==> config.mk <==
export PLATFORM = sky130hd
export DESIGN_NAME = storePairDetect
export DESIGN_NICKNAME = d
export VERILOG_FILES = /design/src/rtl/storePairPkg.sv /design/src/rtl/storePairCtrl.sv /design/src/rtl/storePairPath.sv /design/src/rtl/storePairDetect.sv
export SDC_FILE = /design/constraint.sdc
export NUM_CORES = 1
export LEC_CHECK = 0
export BUFFER_PORTS_ARGS = -buffer_cell sky130_fd_sc_hd__buf_2
export CELL_PAD_IN_SITES_DETAIL_PLACEMENT = 1
export CELL_PAD_IN_SITES_GLOBAL_PLACEMENT = 1
export CORE_MARGIN = 5
export CORE_UTILIZATION = 37
export CTS_CLUSTER_SIZE = 24
export DETAILED_ROUTE_END_ITERATION = 8
export PLACE_DENSITY_LB_ADDON = 0.3
export SYNTH_ARGS = -nofsm -noshare
export SYNTH_HDL_FRONTEND = slang
export SYNTH_SLANG_ARGS = --single-unit
==> constraint.sdc <==
create_clock -name clk -period 3.4 [get_ports clk]
set_input_delay 0.34 -clock clk [delete_from_list [all_inputs] [get_ports clk]]
set_output_delay 0.34 -clock clk [all_outputs]
set_load 0.1 [all_outputs]
==> src/rtl/storePairPkg.sv <==
package storePairPkg;
  // Strobes handed from the control to the datapath each cycle.
  typedef struct packed {
    logic pairHit;   // lead address write + trail data write, same port
    logic fetchHit;  // lead address write with no partner
  } pairStrobes_t;
endpackage

==> src/rtl/storePairCtrl.sv <==
module storePairCtrl
  import storePairPkg::*;
#(
  parameter int REG_W = 4
) (
  input  logic                    clk,
  input  logic                    rstN,
  input  logic                    leadValid,
  input  logic [REG_W-1:0]        leadDest,
  input  logic                    trailValid,
  input  logic [REG_W-1:0]        trailDest,
  input  logic                    rdValid,
  input  logic [REG_W-1:0]        rdDest,
  input  logic                    fillValid,
  input  logic [REG_W-2:0]        fillPort,
  output pairStrobes_t            strobes,
  output logic [REG_W-2:0]        hitPort,
  output logic                    fetchReq,
  output logic                    wrValid,
  output logic [REG_W-2:0]        outPort,
  output logic [2**(REG_W-1)-1:0] portBusy,
  output logic                    stall
);
  localparam int SEL    = REG_W - 1;
  localparam int PORT_W = REG_W - 1;
  localparam int PORTS  = 2 ** PORT_W;

  logic             leadIsAddr;
  logic [REG_W-1:0] partnerDest;
  logic [PORT_W-1:0] rdPort;

  always_comb begin
    leadIsAddr       = leadValid && !leadDest[SEL];
    partnerDest      = {~leadDest[SEL], leadDest[SEL-1:0]};
    strobes.pairHit  = leadIsAddr && trailValid && (trailDest == partnerDest);
    strobes.fetchHit = leadIsAddr && !strobes.pairHit;
    hitPort          = leadDest[PORT_W-1:0];
    rdPort           = rdDest[PORT_W-1:0];
  end

  always_ff @(posedge clk) begin
    if (!rstN) begin
      fetchReq <= 1'b0;
      wrValid  <= 1'b0;
      outPort  <= '0;
    end else begin
      fetchReq <= strobes.fetchHit;
      wrValid  <= strobes.pairHit;
      if (strobes.fetchHit || strobes.pairHit) outPort <= hitPort;
    end
  end

  // One pending flag per port; a new fetch wins over a fill or a store.
  for (genvar p = 0; p < PORTS; p++) begin : g_busy
    logic setMe, clrMe;
    always_comb begin
      setMe = strobes.fetchHit && (hitPort == PORT_W'(p));
      clrMe = (strobes.pairHit && (hitPort == PORT_W'(p))) ||
              (fillValid && (fillPort == PORT_W'(p)));
    end
    always_ff @(posedge clk) begin
      if (!rstN)      portBusy[p] <= 1'b0;
      else if (setMe) portBusy[p] <= 1'b1;
      else if (clrMe) portBusy[p] <= 1'b0;
    end
  end

  always_comb stall = rdValid && rdDest[SEL] && portBusy[rdPort];
endmodule

==> src/rtl/storePairPath.sv <==
module storePairPath
  import storePairPkg::*;
#(
  parameter int DATA_W = 32
) (
  input  logic              clk,
  input  logic              rstN,
  input  pairStrobes_t      strobes,
  input  logic [DATA_W-1:0] leadValue,
  input  logic [DATA_W-1:0] trailValue,
  output logic [DATA_W-1:0] fetchAddr,
  output logic [DATA_W-1:0] wrAddr,
  output logic [DATA_W-1:0] wrData
);
  always_ff @(posedge clk) begin
    if (!rstN) begin
      fetchAddr <= '0;
      wrAddr    <= '0;
      wrData    <= '0;
    end else begin
      if (strobes.fetchHit) fetchAddr <= leadValue;
      if (strobes.pairHit) begin
        wrAddr <= leadValue;
        wrData <= trailValue;
      end
    end
  end
endmodule

==> src/rtl/storePairDetect.sv <==
module storePairDetect
  import storePairPkg::*;
#(
  parameter int REG_W  = 4,
  parameter int DATA_W = 32
) (
  input  logic                    clk,
  input  logic                    rstN,
  input  logic                    leadValid,
  input  logic [REG_W-1:0]        leadDest,
  input  logic [DATA_W-1:0]       leadValue,
  input  logic                    trailValid,
  input  logic [REG_W-1:0]        trailDest,
  input  logic [DATA_W-1:0]       trailValue,
  input  logic                    rdValid,
  input  logic [REG_W-1:0]        rdDest,
  input  logic                    fillValid,
  input  logic [REG_W-2:0]        fillPort,
  output logic                    fetchReq,
  output logic [REG_W-2:0]        fetchPort,
  output logic [DATA_W-1:0]       fetchAddr,
  output logic                    wrValid,
  output logic [REG_W-2:0]        wrPort,
  output logic [DATA_W-1:0]       wrAddr,
  output logic [DATA_W-1:0]       wrData,
  output logic [2**(REG_W-1)-1:0] portBusy,
  output logic                    stall
);
  pairStrobes_t     strobes;
  logic [REG_W-2:0] hitPort;
  logic [REG_W-2:0] outPort;

  storePairCtrl #(.REG_W(REG_W)) ctrl (
    .clk(clk), .rstN(rstN),
    .leadValid(leadValid), .leadDest(leadDest),
    .trailValid(trailValid), .trailDest(trailDest),
    .rdValid(rdValid), .rdDest(rdDest),
    .fillValid(fillValid), .fillPort(fillPort),
    .strobes(strobes), .hitPort(hitPort),
    .fetchReq(fetchReq), .wrValid(wrValid), .outPort(outPort),
    .portBusy(portBusy), .stall(stall)
  );

  storePairPath #(.DATA_W(DATA_W)) path (
    .clk(clk), .rstN(rstN), .strobes(strobes),
    .leadValue(leadValue), .trailValue(trailValue),
    .fetchAddr(fetchAddr), .wrAddr(wrAddr), .wrData(wrData)
  );

  assign fetchPort = outPort;
  assign wrPort    = outPort;
endmodule

After elaboration in Yosys (flattened, before gate mapping). Cells that the tools add are included.

Register bits: 109.

Equality and inequality tests: 15. Mux-type cells: 18. Reduce and logical (&&, ||, !) cells: 51. Bitwise operators: 1. Order comparisons: 1.

Operators by type and width (count): $logic_and 1x1->1 (30); $eq 3x3->1 const B (8); $mux 1 (17); $reduce_bool 2->1 (8); $eq 3x2->1 const B (4); $logic_or 1x1->1 (9); $eq 3x1->1 const B (2); $logic_not 3->1 (2); $eq 4x4->1 (1); $lt 3x4->1 const B (1); $bmux 1 s3 (1); $logic_not 1->1 (2); $not 1->1 (1).

Longest topological paths before layout.
Word-level depth: 8. Depth in mapped cells: 7.

Hierarchy. From an unflattened synthesis, not the netlist that was laid out.

Cells, all modules: 397. Area, all modules: 4538.1 um2.

Modules (own cells, without submodules): storePairPath (cells an instance 309, area each 3703.6 um2, instances 1, sequential area each 1921.8 um2); storePairCtrl (cells an instance 85, area each 812.0 um2, instances 1, sequential area each 260.2 um2); storePairDetect (cells an instance 3, area each 22.5 um2, instances 1, sequential area each 0.0 um2).

Worst setup path after synthesis. No wires, ideal clock.

Path type: register -> output. From: reg ctrl.portBusy[5]. To: out stall. Cell stages (with the launch flop): 4. Slack: 389 ps. Arrival time: 2671 ps. Path through: dfxtp_1 mux4_2 mux2i_1 nor2_1.

Cells in the longest elaborated chain, start to end: 3.

Ends and longest elaborated chain: from (decl) (RTL line storePairCtrl.sv:21) `output logic [2**(REG_W-1)-1:0] portBusy,`; from (signal, indexed assignment) (RTL line storePairCtrl.sv:62) `if (!rstN) portBusy[p] <= 1'b0;`; from (signal, indexed assignment) (RTL line storePairCtrl.sv:63) `else if (setMe) portBusy[p] <= 1'b1;`; from (signal, indexed assignment) (RTL line storePairCtrl.sv:64) `else if (clrMe) portBusy[p] <= 1'b0;`; $bmux 1 s3 (RTL line storePairCtrl.sv:68) `always_comb stall = rdValid && rdDest[SEL] && portBusy[rdPort];`; $mux 1 (not written as such) (RTL line storePairCtrl.sv:68); $logic_and 1x1->1 (RTL line storePairCtrl.sv:68); to (decl) (RTL line storePairDetect.sv:27) `output logic stall`.

Every way passes these cells. The select of a mux whose other input is x is not followed.

Final worst setup path.
From: reg ctrl.portBusy[7]. To: out stall.

Same word-level chain as after synthesis.

==> impl_results.md <==
- Mux share of post-synthesis cell area: 1.20%
- # diodes: 0
- Crit path buffers/inverters: 1
- Status: complete, no violations
- Setup TNS: 0 ps
- Cell row count: 40
- Post-route ant nets: 0
- CP Cell Sequence: mux4_2 -> mux2i_1 -> nor2_1 -> buf_2
- Max FO, Critical Path: 3
- Number of flops mapped to enable cells by yosys: 0
- Layout Cells excl Fill: 847
- Critical path endpoint category: output port
- PostCTS Resize Cnt: 0
- Setup WS pre-CTS: 1110 ps
- Drt drc: 0
- Hold WS: 230 ps
- Worst slew margin: 48.1%
- CP delay by family, top: multiplexers
- Post-synthesis compound-gate area fraction: 19.0%
- Final nets: 759
- R2r worst-path depth: 3
- Leak pwr: 2.42 nW
- Final Cycle Share: 58.0%
- Critical Path RT: 3060 ps
- Ys flop type: dfxtp_1
- Clock tree root driver cell: clkbuf_16
- Endpoints failing setup: 0
- Metal2 WL: 6540 um
- Final Hold Vio Count: 0
- First-pass GRT wire length: 22,100 um
- Warnings, synthesis: 0
- Netlist cell types: 40
- Synth Area per Inst: 9.16 um2
- Clk pin slew, worst setup/hold paths: 70 ps
- Minimum clock period: 1970 ps
- Share of post-route cells with drive strength above 1: 50.1%
- Skew-Pair Late Insertion Delay: 340 ps
- Combinational share of power: 15.1%
- Mapped Cells: 501
- Unrepaired setup endpoints after global routing: no
- Actual slew at the worst max-slew pin: 775 ps
- Setup Buffers After CTS: 0
- # IOs: 198
- Xor/xnor cell area share of the yosys netlist: 1.55%
- Fillers: 1,450
- Clock skew: 0 ps
- Vias: 4,180
- Syn nets: 586
- CTS tree: yes
- Pwr per Cell Area: 491 nW/um2
- Fmax: 508 MHz
- Total CTS buffers: 9
- Initial drt markers: 196
- Initial DRT Pass Iterations: 4
- Max IR drop VDD: 0.219 mV
- Placed Area: 5570 um2
- Top layer in use: met5
- Startpoint types: register
- H-tree Lvls: 3
- Maxcap violations: 0
- Clk pwr share: 39.3%
- Die Width: 121 um
- Total GRT Usage: 18.5%
- Post-layout util: 48.9%
- Tot Pwr: 2.89 mW
- Largest family of logic cells by synthesized area: simple AND/OR/NAND/NOR gates
- Final max-slew violation count: 0
- Core area: 12,100 um2
- Hold depth: 3
- Vias in the first global route: 4,397
- Pin count of the biggest net entering global routing: 67
- Flop and latch count out of synthesis: 109
- Synth-to-Final Area Change: 28.5%
- Switch share: 28.7%
- RePlAce Congestion: 0.839
- Critical path class: reg2out
- Port Buffers: 197
- WL/cell: 16.5 um
- Post-DR vias/cell: 4.94
- Max Root-Sink Buffers: 2
- Routed met3 length: 1200 um
- Num Clock Sinks: 109
- Pint: 2.06 mW
- Hold buffer count at cts: 0
- Final WL: 14,000 um
- P_sw: 831 uW
- Design Area, Final: 5900 um2
- Sequential fraction of design power: 45.6%
- Post-DP HPWL: 10,500 um
- Initial Utilization: 38.0%
- Die area: 14,700 um2
- Post-synthesis simple-gate area fraction: 23.9%
- Mapped Area: 4590 um2
- Die height: 121 um
- Initial antenna violation count: 1
- Adder-Cell Fraction of Synth Area: 0%
- Placed instance count: 831
- M1 wire length: 6050 um
- Seq/Total Area, Yosys: 47.6%
- Worst path depth: 4
- Setup WS post-layout: 1430 ps
- Reg2reg setup slack: 2550 ps
- Max incr delay on CP: 470 ps
- Worst EP arrival: 1630 ps
- Slowest cell on the critical path: mux4_2
- Hold Path Class: in2reg
- GR Overflow Total: 0
- FFs w/ async S/R, synth: 0%
[layer usage]
layer | vias up | GRT usage (%)
met3 | 16 | 6.25
li1 | 2027 | -
met2 | 138 | 30.8
met5 | - | 0
met4 | 2 | 6.02
met1 | 1997 | 22.5
[kinds of logic (layout without fill, tap and decap cells)]
family | after synthesis | after routing
simple gates | 226 | 226
compound gates | 117 | 117
flops | 109 | 109
buf+inv | 43 | 221
xor+xnor | 3 | 3
mux | 3 | 3
[worst min-delay path: cells and delay by family]
family	cells	cell delay, ps
AO/OA/AOI/OAI	1	60
buffers and inverters	1	90
AND/OR/NAND/NOR	1	50
[cell usage in the layout (no fill, tap or decap), types with 2 or more instances in the layout]
cell type	synthesis	final
nand4b_1	5	5
nand3_1	32	32
a21oi_2	60	60
dfxtp_1	109	109
nor2b_1	3	3
buf_2	10	197
clkinv_2	0	3
o21ai_0	30	30
nand2_1	121	121
xnor2_4	2	2
buf_4	7	5
nor2_1	4	4
mux4_2	2	2
a32oi_1	4	4
and2_1	2	2
a211oi_1	6	6
buf_12	5	2
bufinv_16	0	2
a311oi_1	2	2
a22oi_1	2	2
clkbuf_16	0	9
or4bb_1	2	2
nand2_2	50	50
a21oi_1	8	8
o21ai_1	2	2
[sequential cells by signal, summed over array words and instances (netlist names)]
signal	cells
ctrl.portBusy	8
ctrl.fetchReq	1
path.fetchAddr	32
ctrl.outPort	3
path.wrData	32
ctrl.wrValid	1
path.wrAddr	32
[synthesized netlist by cell type (6+ instances only)]
cell,instances,area share [%]
o21ai_0,30,3.3
buf_2,10,1.1
a21oi_1,8,0.87
nand2_1,121,9.9
a211oi_1,6,0.98
a21oi_2,60,11
clkbuf_1,12,0.98
nand3_1,32,3.5
dfxtp_1,109,48
buf_4,7,1.1
nand2_2,50,6.8
[final cells by class]
class	count	area, um2	share of cell area, %
sequential	109	2180	37.0
multi-input combinational	349	2110	35.8
inverter	1	5.00	0.0849
clock inverter	6	86.3	1.46
tap	168	210	3.57
timing repair buffer	204	1060	18.0
clock buffer	10	239	4.05
[power groups by stage]
| stage | Combinational [mW] | Clock, mW | Sequential, mW |
|---|---|---|---|
| 2_1_floorplan | 0.124 | 0 | 1.54 |
| 3_3_place_gp | 0.432 | 0 | 1.35 |
| 3_5_place_dp | 0.438 | 0 | 1.35 |
| 4_1_cts | 0.439 | 1.17 | 1.32 |
| 5_1_grt | 0.458 | 1.23 | 1.32 |
| 6_report | 0.436 | 1.14 | 1.32 |
[worst paths after layout]
kind                           start            endpoint
setup reg to reg    ctrl.portBusy[4]    ctrl.portBusy[4]
hold reg to reg   path.fetchAddr[23]  path.fetchAddr[23]
setup / recovery    ctrl.portBusy[7]               stall
hold / removal          leadValue[1]   path.fetchAddr[1]
Note: power is estimated with default switching activity, not from simulation.
